### config.mk
export PLATFORM = sky130hd
export DESIGN_NAME = gn_osc_detect
export DESIGN_NICKNAME = d
export VERILOG_FILES = /design/src/rtl/gn_pkg.sv /design/src/rtl/gn_sync.sv /design/src/rtl/gn_pulse_qual.sv /design/src/rtl/gn_seq.sv /design/src/rtl/gn_osc_detect.sv
export SDC_FILE = /design/constraint.sdc
export NUM_CORES = 1
export LEC_CHECK = 0
export ABC_CLOCK_PERIOD_IN_PS = 1350
export BUFFER_PORTS_ARGS = -buffer_cell sky130_fd_sc_hd__buf_4
export CAP_MARGIN = 40
export CORE_MARGIN = 4
export CORE_UTILIZATION = 25
export CTS_CLUSTER_DIAMETER = 60
export DETAILED_ROUTE_END_ITERATION = 6
export GPL_ROUTABILITY_DRIVEN = 0
export PLACE_DENSITY = 0.43
export SYNTH_ARGS = -nofsm -noshare
export SYNTH_HDL_FRONTEND = slang
export SYNTH_HIERARCHICAL = 1
export SYNTH_SLANG_ARGS = --single-unit
### constraint.sdc
create_clock -name clk -period 1.35 [get_ports clk]
set_input_delay 0.2025 -clock clk [delete_from_list [all_inputs] [get_ports clk]]
set_output_delay 0.2025 -clock clk [all_outputs]
set_load 0.05 [all_outputs]
### src/rtl/gn_pkg.sv
package gn_pkg;
  typedef enum logic [2:0] {
    GN_IDLE  = 3'd0,
    GN_WATCH = 3'd1,
    GN_QUIET = 3'd2,
    GN_RECHK = 3'd3,
    GN_TRIP  = 3'd4
  } gn_state_e;
endpackage

### src/rtl/gn_sync.sv
module gn_sync #(
  parameter int STAGES = 2
) (
  input  logic clk,
  input  logic rst_n,
  input  logic d_in,
  output logic q_out
);
  logic [STAGES-1:0] chain;
  logic [STAGES-1:0] chain_nxt;

  always_comb begin
    chain_nxt = {chain[STAGES-2:0], d_in};
  end

  always_ff @(posedge clk or negedge rst_n) begin
    if (!rst_n) chain <= '0;
    else        chain <= chain_nxt;
  end

  assign q_out = chain[STAGES-1];
endmodule

### src/rtl/gn_pulse_qual.sv
module gn_pulse_qual #(
  parameter int QUAL_CYC = 8
) (
  input  logic clk,
  input  logic rst_n,
  input  logic en,
  input  logic lvl,
  output logic q_pulse
);
  localparam int RW = $clog2(QUAL_CYC + 2);
  localparam logic [RW-1:0] RUN_HIT = RW'(QUAL_CYC);
  localparam logic [RW-1:0] RUN_SAT = RW'(QUAL_CYC + 1);

  logic [RW-1:0] run_q, run_nxt;
  logic          pulse_nxt;

  // count consecutive high samples; saturate so one pulse per high phase
  always_comb begin
    if (!en || !lvl)            run_nxt = '0;
    else if (run_q != RUN_SAT)  run_nxt = run_q + 1'b1;
    else                        run_nxt = run_q;
    pulse_nxt = en && lvl && (run_q == RUN_HIT);
  end

  always_ff @(posedge clk or negedge rst_n) begin
    if (!rst_n) begin
      run_q   <= '0;
      q_pulse <= 1'b0;
    end else begin
      run_q   <= run_nxt;
      q_pulse <= pulse_nxt;
    end
  end
endmodule

### src/rtl/gn_seq.sv
module gn_seq
  import gn_pkg::*;
#(
  parameter int PERSIST_CYC = 200,
  parameter int GAP_CYC     = 60,
  parameter int QUIET_CYC   = 300,
  parameter int RECHK_CYC   = 120,
  parameter int ROUNDS      = 1
) (
  input  logic clk,
  input  logic rst_n,
  input  logic en,
  input  logic q_pulse,
  output logic amp_en,
  output logic trip
);
  localparam int MAX_A = (PERSIST_CYC > QUIET_CYC) ? PERSIST_CYC : QUIET_CYC;
  localparam int MAX_T = (MAX_A > RECHK_CYC) ? MAX_A : RECHK_CYC;
  localparam int TW    = $clog2(MAX_T + 1);
  localparam int GW    = $clog2(GAP_CYC + 2);
  localparam int NW    = (ROUNDS > 1) ? $clog2(ROUNDS) : 1;

  localparam logic [TW-1:0] T_PERS  = TW'(PERSIST_CYC - 1);
  localparam logic [TW-1:0] T_QUIET = TW'(QUIET_CYC - 1);
  localparam logic [TW-1:0] T_RECHK = TW'(RECHK_CYC - 1);
  localparam logic [GW-1:0] G_LIM   = GW'(GAP_CYC);
  localparam logic [NW-1:0] N_LAST  = NW'(ROUNDS - 1);

  gn_state_e     st_q, st_nxt;
  logic [TW-1:0] tmr_q, tmr_nxt;
  logic [GW-1:0] gap_q, gap_nxt;
  logic [NW-1:0] rnd_q, rnd_nxt;
  logic          tmr_ce, gap_ce, rnd_ce;

  always_comb begin
    st_nxt  = st_q;
    tmr_nxt = tmr_q + 1'b1;
    gap_nxt = q_pulse ? '0 : gap_q + 1'b1;
    rnd_nxt = rnd_q;
    unique case (st_q)
      GN_IDLE: begin
        tmr_nxt = '0;
        gap_nxt = '0;
        rnd_nxt = '0;
        if (q_pulse) st_nxt = GN_WATCH;
      end
      GN_WATCH: begin
        if (!q_pulse && gap_q == G_LIM) begin
          st_nxt = GN_IDLE;
        end else if (tmr_q == T_PERS) begin
          st_nxt  = GN_QUIET;
          tmr_nxt = '0;
        end
      end
      GN_QUIET: begin
        if (tmr_q == T_QUIET) begin
          st_nxt  = GN_RECHK;
          tmr_nxt = '0;
        end
      end
      GN_RECHK: begin
        if (q_pulse) begin
          if (rnd_q == N_LAST) begin
            st_nxt = GN_TRIP;
          end else begin
            st_nxt  = GN_WATCH;
            rnd_nxt = rnd_q + 1'b1;
            tmr_nxt = '0;
            gap_nxt = '0;
          end
        end else if (tmr_q == T_RECHK) begin
          st_nxt = GN_IDLE;
        end
      end
      GN_TRIP: begin
        tmr_nxt = tmr_q;
      end
      default: st_nxt = GN_IDLE;
    endcase
    if (!en) begin
      st_nxt  = GN_IDLE;
      tmr_nxt = '0;
      gap_nxt = '0;
      rnd_nxt = '0;
    end
  end

  assign tmr_ce = (st_q != GN_TRIP) || !en;
  assign gap_ce = (st_q == GN_WATCH) || (st_q == GN_IDLE) || (st_q == GN_RECHK) || !en;
  assign rnd_ce = (st_q == GN_IDLE) || (st_q == GN_RECHK) || !en;

  always_ff @(posedge clk or negedge rst_n) begin
    if (!rst_n) begin
      st_q  <= GN_IDLE;
      tmr_q <= '0;
      gap_q <= '0;
      rnd_q <= '0;
    end else begin
      st_q <= st_nxt;
      if (tmr_ce) tmr_q <= tmr_nxt;
      if (gap_ce) gap_q <= gap_nxt;
      if (rnd_ce) rnd_q <= rnd_nxt;
    end
  end

  assign amp_en = (st_q != GN_QUIET);
  assign trip   = (st_q == GN_TRIP);
endmodule

### src/rtl/gn_osc_detect.sv
module gn_osc_detect #(
  parameter int SYNC_STAGES = 2,
  parameter int QUAL_CYC    = 8,
  parameter int PERSIST_CYC = 200,
  parameter int GAP_CYC     = 60,
  parameter int QUIET_CYC   = 300,
  parameter int RECHK_CYC   = 120,
  parameter int ROUNDS      = 1
) (
  input  logic clk,
  input  logic rst_n,
  input  logic gn_en,
  input  logic cmp_in,
  output logic amp_en,
  output logic gn_trip
);
  logic [1:0] rst_pipe;
  logic       rst_n_s;
  logic       cmp_s;
  logic       q_pulse;

  // reset: asserted at once, released after two clock edges
  always_ff @(posedge clk or negedge rst_n) begin
    if (!rst_n) rst_pipe <= 2'b00;
    else        rst_pipe <= {rst_pipe[0], 1'b1};
  end
  assign rst_n_s = rst_pipe[1];

  gn_sync #(.STAGES(SYNC_STAGES)) u_sync (
    .clk   (clk),
    .rst_n (rst_n_s),
    .d_in  (cmp_in),
    .q_out (cmp_s)
  );

  gn_pulse_qual #(.QUAL_CYC(QUAL_CYC)) u_qual (
    .clk     (clk),
    .rst_n   (rst_n_s),
    .en      (gn_en),
    .lvl     (cmp_s),
    .q_pulse (q_pulse)
  );

  gn_seq #(
    .PERSIST_CYC (PERSIST_CYC),
    .GAP_CYC     (GAP_CYC),
    .QUIET_CYC   (QUIET_CYC),
    .RECHK_CYC   (RECHK_CYC),
    .ROUNDS      (ROUNDS)
  ) u_seq (
    .clk     (clk),
    .rst_n   (rst_n_s),
    .en      (gn_en),
    .q_pulse (q_pulse),
    .amp_en  (amp_en),
    .trip    (gn_trip)
  );
endmodule

==> metrics.txt <==
Routed Antenna Nets=0; reg2reg start=u_seq/tmr_q[4]; Final Setup Violations=18; post-synthesis cell count=150; Largest delay share family, worst path=simple AND/OR/NAND/NOR gates; Hold Violations, Final=0; hold slack final=0.0257 ns; CTS sink cnt=27; Core ar.=5920 um2; Worst Reg-to-Reg Cells=5; ys async rst share=100%; hpwl dp=2760 um; post-synthesis sequential area ratio=44.5%; f_max=545 MHz; Synth cell types=50; main flop type after synthesis=dfrtp_1; CTS tree=built; CTS root buf=clkbuf_8; crit-path max FO=4; pin count of the biggest net entering global routing=26; Slew Viols, Final=0; slowest stage delay, CP=0.55 ns; H-Tree Depth=1; Post-synth EDFFs=0; Yosys reg bits=27; 1st-iter DRT viols=57; drt drc=0; Clock Latency Late Sink=0.28 ns; I/O pins=6; first-pass GRT wire length=6570 um; Pre-antenna DRT Iters=4; Max clock buf depth=2; HP Start=cmp_in; Static Leak=0.950 nW; Hold Path Class=in2reg; pre-CTS setup slack=-0.473 ns; syn avg cell area=10.1 um2; failing checks=setup timing; clock skew=0.00821 ns; crit path capture type=flop; initial antenna violation count=0; Detailed Route WL=3830 um; Fillers=588; Yosys top cell area share=44.5%; syn nets=160; full die area=7390 um2; final net count=212; Hold EP=u_sync/chain[0]; vias in the first global route=1,374; routed length per placed instance=13.9 um; Crit Path Class=reg2reg; final setup TNS=-5.62 ns; Layout Area Growth over Synthesis=40.5%; Worst Path Required=1.56 ns; GRT overflow=0; Die H=85.9 um; power per standard cell area=758 nW/um2; startpoint type of the worst setup path=flop; worst-path cell chain=or4_4 -> o21ai_4 -> o221ai_2 -> or3_1 -> a21oi_1; overall global routing resource usage=11.1%; share of cells above drive strength 1=41.3%; ant diodes=0; Reg2Reg Setup Slack=-0.49 ns; fin crit period=1.84 ns; Arr. time, crit path=2.04 ns; Crit. Startpoint=u_seq/tmr_q[4]; area leader, netlist=dfrtp_1; max_cap viols=0; CTS buffer count=3; dominant cells by area after synthesis=dfrtp_1 (44%), xor2_1 (5.2%), ha_1 (4.9%); post-route worst setup slack=-0.485 ns; VDD IR max=0.000485 V; drt via density=4.71; RSZ-0062 raised after global routing=true; # rows=28; clk slew on worst S/H paths=0.10 ns; Cell Area, Synth=1520 um2; IO buf count=5; Tcrit/Tclk final=136%; synth warn=6; chip width=85.9 um; Slowest-stage cell, CP=or4_4; starting density of the core=25.7%; status=finished with violations; CP Buf/Inv Count=0; FF-to-FF End=u_seq/st_q[1]; Hold Path Cell Cnt=1; detailed-route via count=1,299
==> per-stage QoR <==
stage | util (%) | instances | power, W | instance area [um2]
after detailed placement | 32.0 | 264 | 0.00108 | 1900
final | 36.1 | 276 | 0.00162 | 2130
after global routing | 36.1 | 276 | 0.00170 | 2130
after CTS | 34.8 | 276 | 0.00162 | 2060
after global placement | 32.0 | 264 | 0.00108 | 1900
after floorplan | - | 150 | 0.000978 | 1520
==> worst max-delay path by stage <==
stage | end | slack, ns | cells past startpoint
floorplan | u_seq/st_q[1] | -0.43 | 5
global placement | u_seq/tmr_q[7] | -0.46 | 5
detailed placement | u_seq/st_q[1] | -0.47 | 5
CTS | u_seq/st_q[1] | -0.49 | 5
global route | u_seq/tmr_q[6] | -0.60 | 7
finish | u_seq/st_q[1] | -0.49 | 5
==> routing by layer <==
metal	vias to the layer above	track usage [%]	routed length, um	share of wire [%]
li1	636	-	-	-
met3	2	1.73	73	1.9
met2	12	19.8	2030	53
met1	649	14.0	1700	44
met5	-	0	0	0
met4	0	2.59	25	0.65
==> area by class of cell <==
class	instances	area (um2)	area share [%]
inverter	6	22.5	1.06
sequential	27	676	31.7
timing repair buffer	51	419	19.6
multi-input combinational	113	875	41.0
tap	75	93.8	4.40
clock inverter	1	7.51	0.352
clock buffer	3	41.3	1.93
==> cells in the mapped netlist, types with 2 or more instances <==
| master | count |
|---|---|
| nand3_1 | 5 |
| mux2i_1 | 2 |
| dfrtp_1 | 27 |
| nand4b_1 | 2 |
| nand3b_1 | 2 |
| o21ai_0 | 5 |
| nor2_1 | 17 |
| or2_2 | 2 |
| nand4_1 | 4 |
| ha_1 | 6 |
| inv_1 | 5 |
| buf_6 | 2 |
| or3_1 | 2 |
| and3_1 | 3 |
| a21oi_1 | 9 |
| xor2_1 | 9 |
| o211ai_1 | 3 |
| nand2_1 | 13 |
==> state kept, by name (all words and copies together) (netlist names) <==
register        flops
u_seq/tmr_q         9
u_seq/st_q          3
u_seq/gap_q         6
u_qual/q_pulse      1
rst_pipe            2
u_sync/chain        2
u_qual/run_q        4
==> placed cells by master (no fill, tap or decap), types with 2 or more instances in the layout <==
master | Yosys | layout
a21oi_1 | 9 | 6
xor2_1 | 9 | 9
or3_1 | 2 | 2
nand2_1 | 13 | 12
o211ai_1 | 3 | 3
buf_8 | 0 | 2
buf_6 | 2 | 5
nor2_1 | 17 | 15
nand3b_1 | 2 | 2
ha_1 | 6 | 5
and3_1 | 3 | 3
or2_2 | 2 | 2
mux2i_1 | 2 | 2
dfrtp_1 | 27 | 27
nand3_1 | 5 | 5
o21ai_0 | 5 | 4
nor2_4 | 0 | 2
nand4_1 | 4 | 4
a21oi_2 | 0 | 3
nand4b_1 | 2 | 2
buf_4 | 1 | 43
clkbuf_8 | 1 | 3
inv_1 | 5 | 5
==> logic make-up (layout without fill, tap and decap cells) <==
group                      Yosys count  in the layout  share of synthesized area, %
muxes                                2              2                          1.32
buffers and inverters               10             61                          4.37
xor gates and xnor gates            10             10                          5.77
AOI/OAI and AO/OA                   31             31                          14.8
DFF                                 27             27                          44.5
other                                1              1                         0.247
and+or+nand+nor                     63             63                          24.1
adders and majority gates            6              6                          4.94
==> power breakdown <==
part           switching, W  internal, W  leakage (nW)
Combinational      0.000143     0.000153         0.562
Sequential        0.0000146     0.000826         0.367
Clock              0.000273     0.000210        0.0217
Total              0.000430      0.00119         0.950
==> timing repair <==
| action | in CTS | in global routing |
|---|---|---|
| gates resized for setup | 14 | 14 |
| endpoints found under the hold margin | 2 | 0 |
| hold buffers | 1 | 0 |
| setup buffers | 7 | 0 |
| pin swaps | 6 | 6 |
| endpoints found under the setup margin | 15 | 19 |
Note: power is estimated with default switching activity, not from simulation.
